`src/rtl/e3am_pkg.sv`:
```
package e3am_pkg;
  localparam logic [7:0] ADDR_CFG  = 8'h10;
  localparam logic [7:0] ADDR_STAT = 8'h11;
  localparam logic [7:0] ADDR_IEN  = 8'h12;
  localparam logic [7:0] ADDR_ISR  = 8'h14;

  localparam int NUM_IRQ  = 2;
  localparam int IRQ_AIS  = 0;
  localparam int IRQ_FERF = 1;

  typedef struct packed {
    logic cfg_rw;
    logic ais;
    logic ferf;
  } stat_t;
endpackage

```
`src/rtl/e3am_ais_det.sv`:
```
module e3am_ais_det #(
  parameter int ZERO_THR = 8,
  parameter int RUN_LEN  = 2
) (
  input  logic clk,
  input  logic rst,
  input  logic rx_bit,
  input  logic bit_vld,
  input  logic frm_start,
  output logic ais_st,
  output logic ais_chg
);
  localparam int CW = $clog2(ZERO_THR + 1);
  localparam int RW = $clog2(RUN_LEN + 1);

  logic [CW-1:0] zcnt_q;
  logic [RW-1:0] run_q;
  logic          open_q;
  logic          ais_q;
  logic          chg_q;
  logic          zero_in;
  logic          qual;

  always_comb begin
    zero_in = bit_vld & ~rx_bit;
    // a frame counts toward the opposite state
    qual = ais_q ? (zcnt_q >= CW'(ZERO_THR)) : (zcnt_q < CW'(ZERO_THR));
  end

  always_ff @(posedge clk) begin
    if (rst) begin
      zcnt_q <= '0;
      run_q  <= '0;
      open_q <= 1'b0;
      ais_q  <= 1'b0;
      chg_q  <= 1'b0;
    end else begin
      chg_q <= 1'b0;
      if (frm_start) begin
        open_q <= 1'b1;
        zcnt_q <= zero_in ? CW'(1) : '0;
        if (open_q) begin
          if (qual) begin
            if (run_q == RW'(RUN_LEN - 1)) begin
              ais_q <= ~ais_q;
              run_q <= '0;
              chg_q <= 1'b1;
            end else begin
              run_q <= run_q + 1'b1;
            end
          end else begin
            run_q <= '0;
          end
        end
      end else if (zero_in && (zcnt_q < CW'(ZERO_THR))) begin
        zcnt_q <= zcnt_q + 1'b1;
      end
    end
  end

  assign ais_st  = ais_q;
  assign ais_chg = chg_q;
endmodule

```
`src/rtl/e3am_ferf_det.sv`:
```
module e3am_ferf_det #(
  parameter int LEN_W = 3
) (
  input  logic             clk,
  input  logic             rst,
  input  logic             frm_start,
  input  logic             ma_stb,
  input  logic             ma_flag,
  input  logic [LEN_W-1:0] run_len,
  output logic             ferf_st,
  output logic             ferf_chg
);
  logic [LEN_W-1:0] run_q;
  logic             open_q;
  logic             seen_q;
  logic             flag_q;
  logic             ferf_q;
  logic             chg_q;

  always_ff @(posedge clk) begin
    if (rst) begin
      run_q  <= '0;
      open_q <= 1'b0;
      seen_q <= 1'b0;
      flag_q <= 1'b0;
      ferf_q <= 1'b0;
      chg_q  <= 1'b0;
    end else begin
      chg_q <= 1'b0;
      if (frm_start) begin
        open_q <= 1'b1;
        seen_q <= ma_stb;
        flag_q <= ma_stb & ma_flag;
        if (open_q && seen_q) begin
          if (flag_q != ferf_q) begin
            // field value v demands v+1 frames in a row
            if (run_q == run_len) begin
              ferf_q <= flag_q;
              run_q  <= '0;
              chg_q  <= 1'b1;
            end else begin
              run_q <= run_q + 1'b1;
            end
          end else begin
            run_q <= '0;
          end
        end
      end else if (ma_stb) begin
        seen_q <= 1'b1;
        flag_q <= ma_flag;
      end
    end
  end

  assign ferf_st  = ferf_q;
  assign ferf_chg = chg_q;
endmodule

```
`src/rtl/e3am_regs.sv`:
```
module e3am_regs
  import e3am_pkg::*;
#(
  parameter int ADDR_W = 8,
  parameter int DATA_W = 8,
  parameter int LEN_W  = 3
) (
  input  logic               clk,
  input  logic               rst,
  input  logic               wr_en,
  input  logic [ADDR_W-1:0]  wr_addr,
  input  logic [DATA_W-1:0]  wr_data,
  input  logic               rd_en,
  input  logic [ADDR_W-1:0]  rd_addr,
  input  logic               ais_st,
  input  logic               ferf_st,
  input  logic               ais_chg,
  input  logic               ferf_chg,
  output logic [LEN_W-1:0]   run_len,
  output logic [DATA_W-1:0]  rd_data,
  output logic [NUM_IRQ-1:0] irq_flags,
  output logic               irq
);
  logic [LEN_W-1:0]   len_q;
  logic [NUM_IRQ-1:0] ien_q;
  logic               cfg_rw_q;
  logic [DATA_W-1:0]  rd_q;
  logic [NUM_IRQ-1:0] evt;
  logic               isr_clr;
  logic [7:0]         rd_mux;
  stat_t              stat;

  always_comb begin
    evt            = '0;
    evt[IRQ_AIS]   = ais_chg;
    evt[IRQ_FERF]  = ferf_chg;
    isr_clr        = rd_en && (rd_addr == ADDR_W'(ADDR_ISR));
    stat.cfg_rw    = cfg_rw_q;
    stat.ais       = ais_st;
    stat.ferf      = ferf_st;
  end

  for (genvar g = 0; g < NUM_IRQ; g++) begin : g_flag
    logic f_q;
    always_ff @(posedge clk) begin
      if (rst) f_q <= 1'b0;
      else     f_q <= (f_q & ~isr_clr) | evt[g];
    end
    assign irq_flags[g] = f_q;
  end

  always_ff @(posedge clk) begin
    if (rst) begin
      len_q    <= '0;
      ien_q    <= '0;
      cfg_rw_q <= 1'b0;
    end else if (wr_en) begin
      if (wr_addr == ADDR_W'(ADDR_CFG))  len_q    <= wr_data[LEN_W-1:0];
      if (wr_addr == ADDR_W'(ADDR_IEN))  ien_q    <= wr_data[NUM_IRQ-1:0];
      if (wr_addr == ADDR_W'(ADDR_STAT)) cfg_rw_q <= wr_data[7];
    end
  end

  always_comb begin
    rd_mux = '0;
    if (rd_addr == ADDR_W'(ADDR_CFG))
      rd_mux = {{(8-LEN_W){1'b0}}, len_q};
    else if (rd_addr == ADDR_W'(ADDR_STAT))
      rd_mux = {stat.cfg_rw, 3'b000, stat.ais, 2'b00, stat.ferf};
    else if (rd_addr == ADDR_W'(ADDR_IEN))
      rd_mux = {{(8-NUM_IRQ){1'b0}}, ien_q};
    else if (rd_addr == ADDR_W'(ADDR_ISR))
      rd_mux = {{(8-NUM_IRQ){1'b0}}, irq_flags};
  end

  always_ff @(posedge clk) begin
    if (rst)        rd_q <= '0;
    else if (rd_en) rd_q <= DATA_W'(rd_mux);
  end

  assign run_len = len_q;
  assign rd_data = rd_q;
  assign irq     = |(irq_flags & ien_q);
endmodule

```
`src/rtl/e3_alarm_mon.sv`:
```
module e3_alarm_mon
  import e3am_pkg::*;
#(
  parameter int ADDR_W   = 8,
  parameter int DATA_W   = 8,
  parameter int LEN_W    = 3,
  parameter int ZERO_THR = 8,
  parameter int AIS_RUN  = 2
) (
  input  logic              clk,
  input  logic              rst,
  input  logic              rx_bit,
  input  logic              bit_vld,
  input  logic              frm_start,
  input  logic              ma_stb,
  input  logic [7:0]        ma_byte,
  input  logic              wr_en,
  input  logic [ADDR_W-1:0] wr_addr,
  input  logic [DATA_W-1:0] wr_data,
  input  logic              rd_en,
  input  logic [ADDR_W-1:0] rd_addr,
  output logic [DATA_W-1:0] rd_data,
  output logic              ais_pin,
  output logic              irq
);
  logic               ais_st;
  logic               ais_chg;
  logic               ferf_st;
  logic               ferf_chg;
  logic [LEN_W-1:0]   run_len;
  logic [NUM_IRQ-1:0] irq_flags;

  e3am_ais_det #(.ZERO_THR(ZERO_THR), .RUN_LEN(AIS_RUN)) u_ais (
    .clk(clk), .rst(rst), .rx_bit(rx_bit), .bit_vld(bit_vld),
    .frm_start(frm_start), .ais_st(ais_st), .ais_chg(ais_chg)
  );

  e3am_ferf_det #(.LEN_W(LEN_W)) u_ferf (
    .clk(clk), .rst(rst), .frm_start(frm_start), .ma_stb(ma_stb),
    .ma_flag(ma_byte[7]), .run_len(run_len),
    .ferf_st(ferf_st), .ferf_chg(ferf_chg)
  );

  e3am_regs #(.ADDR_W(ADDR_W), .DATA_W(DATA_W), .LEN_W(LEN_W)) u_regs (
    .clk(clk), .rst(rst), .wr_en(wr_en), .wr_addr(wr_addr), .wr_data(wr_data),
    .rd_en(rd_en), .rd_addr(rd_addr), .ais_st(ais_st), .ferf_st(ferf_st),
    .ais_chg(ais_chg), .ferf_chg(ferf_chg), .run_len(run_len),
    .rd_data(rd_data), .irq_flags(irq_flags), .irq(irq)
  );

  assign ais_pin = ais_st;
endmodule

```
`config.mk`:
```
export PLATFORM = sky130hd
export DESIGN_NAME = e3_alarm_mon
export DESIGN_NICKNAME = d
export VERILOG_FILES = /design/src/rtl/e3am_pkg.sv /design/src/rtl/e3am_ais_det.sv /design/src/rtl/e3am_ferf_det.sv /design/src/rtl/e3am_regs.sv /design/src/rtl/e3_alarm_mon.sv
export SDC_FILE = /design/constraint.sdc
export NUM_CORES = 1
export LEC_CHECK = 0
export ABC_AREA = 0
export BUFFER_PORTS_ARGS = -buffer_cell sky130_fd_sc_hd__buf_2
export CAP_MARGIN = 5
export CORE_MARGIN = 4
export CORE_UTILIZATION = 43
export DETAILED_ROUTE_END_ITERATION = 10
export HOLD_SLACK_MARGIN = 0.03
export PLACE_DENSITY = 0.74
export SYNTH_ARGS = -nofsm -noshare
export SYNTH_HDL_FRONTEND = slang
export SYNTH_SLANG_ARGS = --single-unit
```
`constraint.sdc`:
```
create_clock -name clk -period 1.3 [get_ports clk]
set_clock_uncertainty 0.15 [all_clocks]
set_input_delay 0.13 -clock clk [delete_from_list [all_inputs] [get_ports clk]]
set_output_delay 0.13 -clock clk [all_outputs]
set_load 0.01 [all_outputs]
```
==> reports/results.ini <==
[place]
numPlacedInstances = 233
place_area_sq_um = 1604
numPortBuffers = 35
place_congestion = 0.7907
dp_hpwl_mm = 2.276
place_ws_ns = -0.2266

[worst_setup_path]
critPathSlowestCell = dfxtp_2
r2r_cells = 4
startpoint_type = register
crit_required_ns = 1.02
arrival_ns = 1.02
critPathMaxStageDelay_ns = 0.33
r2r_start = u_regs.run_len[0]
worstReg2RegEnd = u_ferf.run_q[2]
cp_max_fo = 2
crit_type = reg -> out
path_delay_family = flip-flops
crit_path_end_kind = output pin
crit_chain = a22o_1 > buf_2
ff2ff_setup_slack_ns = 0.03
cp_num_buf_inv = 1

[clocking]
tritoncts = built
clk_pin_slew_ns = 0.08
clk_latency_ns = 0.32
clock_sinks = 29
cts_buffers = 5
cts_htree_levels = 2
clock_path_buffers = 2
cts_root_buf = clkbuf_4

[grt]
grt_usage_pct = 16.80
grt_max_degree = 22
grt_pass1_wl_mm = 5.333
grt_pass1_vias = 1253
antenna_found_initial = 0
grt-ovfl-total = 0

[power]
p_int_mw = 1.249
seqPwrFrac_pct = 55.8
powerDensity_nw_per_um2 = 869.9
p_sw_share_pct = 23.30
p_sw_mw = 0.3793
vdd_drop_max_mv = 0.7119
clockPowerShare_pct = 33.0
comb_power_share_pct = 11.2
p_leak_nw = 0.7807
total_power_mw = 1.628

[min_path]
hp-class = in -> reg
min_to = u_ais.zcnt_q[0]
worstHoldStart = frm_start
min_path_cells = 3

[sta]
slew_viol_final = 0
clock.fmax_ghz = 0.7700
rsz0062_at_grt = true
fin_ws_ns = 0.001284
hold_viol = 0
fin_hold_ws_ns = 0.04227
fin_tns_setup_ns = 0
fin_crit_sh_pct = 99.90
min_period_ns = 1.299
setup_viol = 0

[drt]
drc_errors = 0
drt_iter0_markers = 75
routed-via-count = 1321
wl_mm = 3.289
drt-pass1-iter-count = 4
wire_per_inst_um = 13.00
vias_per_cell = 5.221
drtAntennaViolNets = 0

[layout]
final_core_utilization_pct = 65.07
drive_above_1_share_pct = 34.12
n_antenna_cell = 0
syn2layout_area_growth_pct = 39.81
layout.nets = 253
fin_area_sq_um = 1872
fin_cells = 253

[yosys]
synthesis.area_sq_um = 1339
synthCells = 153
synth-warning-count = 0
synth_area_leaders = dfxtp_1, nor2_1, mux2i_1, a21oi_1, nand4b_1
synth-edff-count = 0
synth_top_area_cell = dfxtp_1
synth-async-reset-ratio_pct = 0
ys_ff_latch = 29
synth.distinct_cells = 34
avgSynthCellArea_sq_um = 8.750
ys.flop_type = dfxtp_1
ys_seq_area_share_pct = 43.36
synth_top_area_share_pct = 43.36

[floorplanning]
pin_count = 50
rows = 19
start_util_pct = 46.54
core_sq_um = 2877
die_x_um = 63.80
dieArea_sq_um = 4070
die_h_um = 63.80

[status]
outcome = complete, no violations

[run]
drv_cap = 0

==> how the worst max path moves through the flow <==
| stage | cells after the start | from | end |
|---|---|---|---|
| final | 2 | u_regs.g_flag[1].f_q | irq |
| after global routing | 2 | u_regs.g_flag[1].f_q | irq |
| after CTS | 2 | u_regs.g_flag[1].f_q | irq |
| after detailed placement | 5 | rd_addr[5] | u_regs.rd_data[2] |
| after global placement | 5 | rd_addr[5] | u_regs.rd_data[2] |
| after floorplan | 4 | rd_addr[5] | u_regs.rd_data[3] |
==> layer usage <==
| metal | global-route usage, % | vias to the layer above | share of wire (%) |
|---|---|---|---|
| li1 | - | 649 | - |
| met1 | 19.08 | 630 | 42 |
| met2 | 28.00 | 36 | 50 |
| met3 | 6.480 | 6 | 5.9 |
| met4 | 7.278 | 0 | 1.6 |
| met5 | 0 | - | 0 |
==> timing repair <==
action | 4_1_cts | 5_1_grt
setup endpoints to repair | 4 | 11
buffers inserted | 1 | 0
endpoints found under the hold margin | 18 | 0
pin swaps | 0 | 5
gates resized for setup | 4 | 15
hold buffers | 12 | 0
==> sequential cells by signal, indices dropped and copies added (netlist names), 2 cells and up <==
signal / count
u_regs.rd_data: 5
u_ais.run_q: 2
u_regs.ien_q: 2
u_regs.g_flag.f_q: 2
u_regs.run_len: 3
u_ferf.run_q: 3
u_ais.zcnt_q: 4
==> cell usage after synthesis, types with 2 or more instances <==
library cell / number
dfxtp_1: 29
nor2_1: 26
a21oi_1: 11
mux2i_1: 9
nand2_1: 8
nor3_1: 7
clkbuf_1: 6
nand3_1: 6
nand4b_1: 5
inv_1: 4
nand2b_1: 4
xnor2_1: 4
buf_4: 3
nor3b_1: 3
a211oi_1: 2
a31oi_1: 2
and4bb_2: 2
ha_1: 2
nand4_1: 2
nor2b_1: 2
o22ai_1: 2
xor2_1: 2
==> logic make-up after synthesis <==
group	after synthesis	synth area share, %
simple gates	71	29.34
flops	29	43.36
compound gates	22	9.999
buf+inv	13	4.485
mux	9	6.729
xor+xnor	6	3.925
fa+ha+maj	2	1.869
other cells	1	0.2801
==> worst register-to-register path, stage by stage (launching register included) <==
cell,delay (ns)
dfxtp_2,0.36
xnor2_4,0.16
a31oi_4,0.23
nand4b_1,0.13
a31oi_1,0.17
==> area by class of cell <==
type                       count  area, sq um
clock buffer                   7        55.05
fill                         244         1005
inverter                       4        15.01
multi-input combinational    113        778.2
sequential                    29        590.6
tap                           42        52.55
timing repair buffer          58        380.4
==> power by group through the flow <==
stage	Combinational (mW)	Clock [mW]	Sequential [mW]
2_1_floorplan	0.0804	0	0.928
3_3_place_gp	0.139	0	0.929
3_5_place_dp	0.145	0	0.929
4_1_cts	0.175	0.563	0.908
5_1_grt	0.202	0.606	0.911
6_report	0.182	0.537	0.909
==> placed cells by master (no fill, tap or decap), drive strengths merged, types with 2 or more instances in the layout <==
cell and count:
inv 4, a21oi 11, dlygate4sd3 12, nand4 2, nor2b 2, nor2 26, nand3 6, nand4b 5
ha 2, xnor2 4, clkbuf 8, xor2 2, buf 45, o22ai 2, nor3 8, nand2b 4
dfxtp 29, and4bb 3, nand2 8, nor3b 3, a211oi 2, conb 3, mux2i 9, a31oi 2
Note: power is estimated with default switching activity, not from simulation.
